$ cat src/rtl/timekeep_pkg.sv
package timekeep_pkg;

  // Two BCD digits packed as {tens, ones}.
  typedef logic [7:0] bcd2_t;

  typedef enum logic [1:0] {
    MODE_SEC   = 2'b00,
    MODE_MIN   = 2'b01,
    MODE_HOUR  = 2'b10,
    MODE_STYLE = 2'b11
  } adj_mode_e;

  // Binary value 0..99 to packed BCD.
  function automatic bcd2_t bcd2_of(input int unsigned n);
    bcd2_t r;
    r[7:4] = 4'(n / 10);
    r[3:0] = 4'(n % 10);
    return r;
  endfunction

  // Step up inside 0..top, wrapping to zero.
  function automatic bcd2_t bcd2_inc(input bcd2_t v, input int unsigned top);
    bcd2_t r;
    if (v == bcd2_of(top))    r = 8'h00;
    else if (v[3:0] == 4'd9)  r = {v[7:4] + 4'd1, 4'd0};
    else                      r = {v[7:4], v[3:0] + 4'd1};
    return r;
  endfunction

  // Step down inside 0..top, wrapping to top.
  function automatic bcd2_t bcd2_dec(input bcd2_t v, input int unsigned top);
    bcd2_t r;
    if (v == 8'h00)           r = bcd2_of(top);
    else if (v[3:0] == 4'd0)  r = {v[7:4] - 4'd1, 4'd9};
    else                      r = {v[7:4], v[3:0] - 4'd1};
    return r;
  endfunction

endpackage

$ cat src/rtl/tk_press_edge.sv
module tk_press_edge #(
  parameter int STAGES = 2
) (
  input  logic clk,
  input  logic rst_n,
  input  logic raw,
  output logic rise
);

  logic [STAGES-1:0] sync_q;
  logic              last_q;
  logic              level;

  for (genvar g = 0; g < STAGES; g++) begin : g_stage
    if (g == 0) begin : g_first
      always_ff @(posedge clk) begin
        if (!rst_n) sync_q[0] <= 1'b0;
        else        sync_q[0] <= raw;
      end
    end else begin : g_next
      always_ff @(posedge clk) begin
        if (!rst_n) sync_q[g] <= 1'b0;
        else        sync_q[g] <= sync_q[g-1];
      end
    end
  end

  assign level = sync_q[STAGES-1];

  always_ff @(posedge clk) begin
    if (!rst_n) last_q <= 1'b0;
    else        last_q <= level;
  end

  assign rise = level & ~last_q;

  // an edge pulse never lasts two cycles.
  assert_single_pulse_R7: assert property (@(posedge clk) disable iff (!rst_n)
    rise |=> !rise);

endmodule

$ cat src/rtl/tk_bcd_field.sv
module tk_bcd_field
  import timekeep_pkg::*;
#(
  parameter int unsigned TOP = 59
) (
  input  logic  clk,
  input  logic  rst_n,
  input  logic  clr,
  input  logic  inc_req,
  input  logic  dec_req,
  input  logic  adv,
  output bcd2_t value,
  output logic  carry
);

  localparam bcd2_t TOP_BCD = bcd2_of(TOP);

  bcd2_t value_q;
  bcd2_t value_d;
  logic  manual;

  assign manual = clr | inc_req | dec_req;

  always_comb begin
    value_d = value_q;
    if (clr)          value_d = 8'h00;
    else if (inc_req) value_d = bcd2_inc(value_q, TOP);
    else if (dec_req) value_d = bcd2_dec(value_q, TOP);
    else if (adv)     value_d = bcd2_inc(value_q, TOP);
  end

  always_ff @(posedge clk) begin
    if (!rst_n) value_q <= 8'h00;
    else        value_q <= value_d;
  end

  // A manual change to this field swallows the carry it would have passed on.
  assign carry = adv & ~manual & (value_q == TOP_BCD);
  assign value = value_q;

  assert_legal_range_R2: assert property (@(posedge clk) disable iff (!rst_n)
    (value_q[3:0] <= 4'd9) && (value_q <= TOP_BCD));

  assert_idle_hold_R2: assert property (@(posedge clk) disable iff (!rst_n)
    !(manual || adv) |=> $stable(value_q));

  assert_carry_wraps_R2: assert property (@(posedge clk) disable iff (!rst_n)
    carry |=> (value_q == 8'h00));

  assert_clear_zero_R3: assert property (@(posedge clk) disable iff (!rst_n)
    clr |=> (value_q == 8'h00));

  assert_down_wrap_R4: assert property (@(posedge clk) disable iff (!rst_n)
    (dec_req && !clr && !inc_req && value_q == 8'h00) |=> (value_q == TOP_BCD));

endmodule

$ cat src/rtl/timekeep_top.sv
module timekeep_top
  import timekeep_pkg::*;
#(
  parameter int SYNC_STAGES = 2,
  parameter int LAYOUT_W    = 2,
  parameter int COLOR_W     = 3
) (
  input  logic                clk,
  input  logic                rst_n,
  input  logic                tick_1hz,
  input  logic                btn_plus,
  input  logic                btn_minus,
  input  logic [1:0]          mode_sel,
  output logic [3:0]          hr_tens,
  output logic [3:0]          hr_ones,
  output logic [3:0]          mn_tens,
  output logic [3:0]          mn_ones,
  output logic [3:0]          sc_tens,
  output logic [3:0]          sc_ones,
  output logic [LAYOUT_W-1:0] layout_idx,
  output logic [COLOR_W-1:0]  color_idx,
  output logic [1:0]          mode_dbg
);

  localparam int NUM_BTN = 2;
  localparam int BTN_P   = 0;
  localparam int BTN_M   = 1;

  // Button front end: one synchroniser and edge detector per button.
  logic [NUM_BTN-1:0] btn_raw;
  logic [NUM_BTN-1:0] btn_rise;

  assign btn_raw = {btn_minus, btn_plus};

  for (genvar b = 0; b < NUM_BTN; b++) begin : g_btn
    tk_press_edge #(.STAGES(SYNC_STAGES)) u_edge (
      .clk  (clk),
      .rst_n(rst_n),
      .raw  (btn_raw[b]),
      .rise (btn_rise[b])
    );
  end

  logic rise_p;
  logic rise_m;
  assign rise_p = btn_rise[BTN_P];
  assign rise_m = btn_rise[BTN_M];

  // Registered adjust mode.
  adj_mode_e mode_q;

  always_ff @(posedge clk) begin
    if (!rst_n) mode_q <= MODE_SEC;
    else        mode_q <= adj_mode_e'(mode_sel);
  end

  // Named adjust events.
  logic sec_clr;
  logic min_up, min_dn;
  logic hr_up, hr_dn;
  logic layout_step, color_step;

  assign sec_clr     = (mode_q == MODE_SEC)   & (rise_p | rise_m);
  assign min_up      = (mode_q == MODE_MIN)   & rise_p;
  assign min_dn      = (mode_q == MODE_MIN)   & rise_m & ~rise_p;
  assign hr_up       = (mode_q == MODE_HOUR)  & rise_p;
  assign hr_dn       = (mode_q == MODE_HOUR)  & rise_m & ~rise_p;
  assign layout_step = (mode_q == MODE_STYLE) & rise_p;
  assign color_step  = (mode_q == MODE_STYLE) & rise_m;

  // Time fields.
  bcd2_t sec_v, min_v, hr_v;
  logic  sec_carry, min_carry, day_wrap;

  tk_bcd_field #(.TOP(59)) u_sec (
    .clk(clk), .rst_n(rst_n),
    .clr(sec_clr), .inc_req(1'b0), .dec_req(1'b0),
    .adv(tick_1hz), .value(sec_v), .carry(sec_carry)
  );

  tk_bcd_field #(.TOP(59)) u_min (
    .clk(clk), .rst_n(rst_n),
    .clr(1'b0), .inc_req(min_up), .dec_req(min_dn),
    .adv(sec_carry), .value(min_v), .carry(min_carry)
  );

  tk_bcd_field #(.TOP(23)) u_hr (
    .clk(clk), .rst_n(rst_n),
    .clr(1'b0), .inc_req(hr_up), .dec_req(hr_dn),
    .adv(min_carry), .value(hr_v), .carry(day_wrap)
  );

  // Display style indices.
  logic [LAYOUT_W-1:0] layout_q;
  logic [COLOR_W-1:0]  color_q;

  always_ff @(posedge clk) begin
    if (!rst_n) begin
      layout_q <= '0;
      color_q  <= '0;
    end else begin
      if (layout_step) layout_q <= layout_q + 1'b1;
      if (color_step)  color_q  <= color_q + 1'b1;
    end
  end

  assign hr_tens    = hr_v[7:4];
  assign hr_ones    = hr_v[3:0];
  assign mn_tens    = min_v[7:4];
  assign mn_ones    = min_v[3:0];
  assign sc_tens    = sec_v[7:4];
  assign sc_ones    = sec_v[3:0];
  assign layout_idx = layout_q;
  assign color_idx  = color_q;
  assign mode_dbg   = mode_q;

  // Checks next to the logic they guard.
  assert_day_wrap_R2: assert property (@(posedge clk) disable iff (!rst_n)
    day_wrap |=> (hr_v == 8'h00 && min_v == 8'h00 && sec_v == 8'h00));

  assert_min_no_carry_R4: assert property (@(posedge clk) disable iff (!rst_n)
    (mode_q == MODE_MIN && (rise_p || rise_m)) |=> $stable(hr_v));

  assert_hr_keeps_min_R5: assert property (@(posedge clk) disable iff (!rst_n)
    (mode_q == MODE_HOUR && (rise_p || rise_m) && !tick_1hz) |=> $stable(min_v));

  assert_style_hold_R6: assert property (@(posedge clk) disable iff (!rst_n)
    (mode_q != MODE_STYLE) |=> ($stable(layout_q) && $stable(color_q)));

  assert_style_time_R6: assert property (@(posedge clk) disable iff (!rst_n)
    (mode_q == MODE_STYLE && !tick_1hz) |=> ($stable(sec_v) && $stable(min_v) && $stable(hr_v)));

  assert_plus_first_R9: assert property (@(posedge clk) disable iff (!rst_n)
    (mode_q == MODE_MIN && rise_p && rise_m) |=> (min_v == bcd2_inc($past(min_v), 59)));

  assert_one_adjust_R9: assert property (@(posedge clk) disable iff (!rst_n)
    $countones({min_up, min_dn, hr_up, hr_dn, sec_clr}) <= 1);

endmodule

$ cat config.mk
export PLATFORM = sky130hd
export DESIGN_NAME = timekeep_top
export DESIGN_NICKNAME = d
export VERILOG_FILES = /design/src/rtl/timekeep_pkg.sv /design/src/rtl/tk_press_edge.sv /design/src/rtl/tk_bcd_field.sv /design/src/rtl/timekeep_top.sv
export SDC_FILE = /design/constraint.sdc
export NUM_CORES = 1
export LEC_CHECK = 0
export CORE_MARGIN = 2
export CORE_UTILIZATION = 54
export CTS_CLUSTER_DIAMETER = 200
export DETAILED_ROUTE_END_ITERATION = 10
export PLACE_DENSITY = 0.8
export SETUP_SLACK_MARGIN = 0.05
export SYNTH_ARGS = -nofsm -noshare
export SYNTH_HDL_FRONTEND = slang
export SYNTH_SLANG_ARGS = --single-unit
$ cat constraint.sdc
create_clock -name clk -period 2.1 [get_ports clk]
set_input_delay 0.315 -clock clk [delete_from_list [all_inputs] [get_ports clk]]
set_output_delay 0.315 -clock clk [all_outputs]
set_load 0.005 [all_outputs]
==> parameters.txt <==
Parameter                              Value

Synthesis
  Count of flip-flops with a built-in enable after synthesis ... 0
  Number of distinct library cells after synthesis ... 61
  Share of the yosys chip area belonging to registers ... a little under a third
  Top FF cell, synth ... dfxtp_1
  Cells after synthesis ... about 290
  Syn Nets ... roughly 320
  Post-synthesis cell area ... around 0.0024 mm^2
  Number of warning messages in the yosys log ... 0
  Proportion of synthesized flip-flops having asynchronous set or reset ... 0%
  Number of synthesized register bits ... 37
  Mean instance size in the synthesized netlist ... about 8.4 um^2

GRT
  Number of global-route vias before repair ... 2073
  Pin count of the biggest net entering global routing ... 18
  Overall global routing resource usage ... 22.3%
  Aggregate global routing overflow ... 0
  Initial antenna violation count ... 0
  Wire length of the first global-routing pass ... 9200 um

Timing
  Actual transition at the worst max-transition pin ... between 600 and 700 ps
  Final hold violations ... 0
  Max Slew Vio Count ... 0
  Skew final ... approximately 3.1 ps
  Setup violations, final ... 0
  Maximum clock frequency ... between 0.4 and 0.5 GHz
  Setup repair after global routing missed its margin ... no
  Tightest slew margin relative to the limit ... between 50% and 60%
  Final period demand of the worst path ... 2010 ps
  Tcrit/Tclk final ... roughly 96%
  Final total negative setup slack ... 0 ps

Finish
  Share of layout cells above drive strength 1 ... 13.5%
  Layout Area Growth over Synthesis ... 26.3%
  Fill count ... 365
  Utilization of the core after routing ... ~70%
  Nets ... 361
  N_diodes ... 0
  Post-route cell area ... about 0.003 mm^2

Run status
  Outcome ... finished clean

Setup path
  Buf+Inv Stages, Crit Path ... 1
  Largest stage delay on the critical path ... ~500 ps
  CP top delay family ... simple AND/OR/NAND/NOR gates
  Startpoint Class ... register
  Worst reg-to-reg path cell count ... 7
  Kind of end point of the critical path ... register
  Slowest cell on the critical path ... nor4_4
  Type of the setup path with the least slack ... register to register
  Worst path required time ... between 2000 and 2500 ps
  Cell-by-cell listing of the critical path ... inv_2, ha_2, nand3b_1, nor4_4, o21ai_4, a211o_1, a21oi_1
  Setup slack on the worst flop-to-flop path ... between 90 and 100 ps
  Worst Path Max Fanout ... 9
  Reg2Reg Capture Point ... u_hr.value[0]
  Data arrival time at the worst-slack endpoint ... around 2200 ps
  Beginning of the worst register-to-register path ... u_min.value[1]

Clock tree
  Clock Sinks ... 37
  TritonCTS clock tree ... built
  CTS Buf Count ... 5
  Clock root buffer ... clkbuf_8
  H-tree Lvls ... 2
  Clk Latency, worst-skew pair ... 290 ps
  Clock-pin slew on the worst setup and hold paths ... 80 ps
  Buffer levels on the longest clock path ... 2
  Quantity of hold-fixing buffers added after cts ... 0

Place
  Weighted congestion reported at the end of routability-driven placement ... about 0.92
  Total cell area at the placement stage ... approximately 0.0029 mm^2
  DP Wirelength ... 3970 um
  IO Port Bufs ... 37

Run
  Number of max-cap violations ... 0

Hold path
  Startpoint of the worst hold path ... g_btn[1].u_edge.sync_q[0]
  Worst Hold End ... g_btn[1].u_edge.level
  Kind of path behind the tightest hold check ... register to register
  Count of cells along the worst hold path ... 1

Detailed routing
  DR WL/cell ... about 15 um
  Number of antenna-violating nets in the routed design ... 0
  DR vias ... about 2300
  Total Wirelength ... about 5700 um
  First-iteration detailed-routing DRC count ... roughly 150
  Drt first pass iters ... 5
  Residual DRC count ... 0
  Vias per cell ... between 5 and 6

Floorplanning
  Count of pins on the block boundary ... 38
  Die footprint ... roughly 0.0050 mm^2
  Die outline height ... about 70 um
  Count of standard-cell rows ... 24
  Width of the die ... about 71 um
  Core box area ... approximately 0.0043 mm^2
  Initial cell density of the core ... between 50% and 60%

Pwr
  Leakage power total ... around 1.2 nW
  Maximum vdd drop ... approximately 0.00056 V
  Power density over cell area ... 521 mW/mm^2
through the flow:
step / setup WS (ps) / total power (W) / hold WS [ps] / cells
final: 92.4 / 0.00158 / 437 / 386
after global routing: 24.9 / 0.00164 / 460 / 386
after CTS: 133 / 0.00158 / 439 / 385
after detailed placement: 35.0 / 0.000934 / 421 / 377
after global placement: 59.0 / 0.000930 / 413 / 377
after floorplan: 248 / 0.000860 / 412 / 288
area by class of cell:
cell class | count | area (um^2) | area share (%)
Clock inverter | 2 | 37.5 | 1.23
Multi-Input combinational cell | 223 | 1580 | 52.0
Timing Repair Buffer | 51 | 475 | 15.6
Inverter | 15 | 56.3 | 1.85
Sequential cell | 37 | 743 | 24.4
Clock buffer | 6 | 82.6 | 2.71
Tap cell | 52 | 65.1 | 2.14
layer usage:
| metal | GRT usage (%) | up-vias | part of all wire [%] |
|---|---|---|---|
| li1 | - | 1129 | - |
| met1 | 29.8 | 1069 | 46 |
| met2 | 35.7 | 84 | 48 |
| met3 | 3.70 | 9 | 5.1 |
| met4 | 9.64 | 0 | 1.5 |
| met5 | 0 | - | 0 |
how the worst max path moves through the flow:
stage                   startpoint             to  slack, ps  cells after the start
global placement          tick_1hz  u_hr.value[4]         60                      5
finish              u_min.value[1]  u_hr.value[0]         90                      7
detailed placement        tick_1hz  u_hr.value[4]         40                      5
CTS                  u_hr.value[1]  u_hr.value[7]        130                      7
global route        u_min.value[1]  u_hr.value[7]         20                      7
floorplan            u_hr.value[0]  u_hr.value[7]        250                      8
cells by family (layout without fill, tap and decap cells):
group	Yosys count	after routing	share of synthesized area, %
mux	5	5	2.29
fa+ha+maj	21	21	10.9
buf+inv	28	74	5.14
xor+xnor	8	8	2.91
compound gates	72	72	20.4
flops	37	37	30.8
simple gates	117	117	27.6
placed cells by master (no fill, tap or decap), types with 6 or more instances in the layout:
cell,instances
nor2_1,26
nand3_1,10
ha_1,19
nor2b_1,6
and2_1,11
clkdlybuf4s50_1,37
buf_4,14
nand2_1,16
o21ai_0,14
nor3_1,12
nand4_1,6
a21oi_1,23
clkbuf_8,6
inv_1,14
dfxtp_1,35
flip-flops by register name (all words and copies together), names as in the netlist:
signal	count
u_min.value	8
color_idx	3
g_btn.u_edge.last_q	2
layout_idx	2
u_hr.value	8
g_btn.u_edge.sync_q	2
g_btn.u_edge.level	2
u_sec.value	8
mode_dbg	2
what timing repair did:
action                                  CTS  global route
endpoints found under the setup margin    0             4
buffers inserted                          0             1
resized for setup                         0            10
worst reg2reg max path, stage by stage (launching register included):
cell and delay [ps]:
dfxtp_2 350, inv_2 80, ha_2 190, nand3b_1 210
nor4_4 500, o21ai_4 160, a211o_1 300, a21oi_1 140
synthesized netlist by cell type, types with 3 or more instances:
cell type | count | area share [%]
nand3_1 | 10 | 2.1
dfxtp_1 | 37 | 31
nor2b_1 | 6 | 1.6
and3_1 | 3 | 0.78
ha_1 | 21 | 11
clkbuf_1 | 5 | 0.78
a21oi_1 | 23 | 4.8
and2_1 | 11 | 2.9
xor2_1 | 5 | 1.8
mux2i_1 | 3 | 1.2
nand3b_1 | 5 | 1.6
nor3_1 | 12 | 2.5
a211oi_1 | 5 | 1.6
nand4_1 | 6 | 1.6
o21ai_0 | 14 | 2.9
xnor2_1 | 3 | 1.1
nand2b_1 | 5 | 1.3
nor4_1 | 3 | 0.78
buf_2 | 6 | 1.2
nor2_1 | 27 | 4.2
inv_1 | 15 | 2.3
a311oi_1 | 4 | 1.5
nand2_1 | 16 | 2.5
power by group:
group          internal, W  leakage, nW  switching, W
registers         0.000717        0.301     0.0000190
clock network     0.000386       0.0574      0.000267
logic            0.0000913        0.812      0.000104
Note: power is estimated with default switching activity, not from simulation.
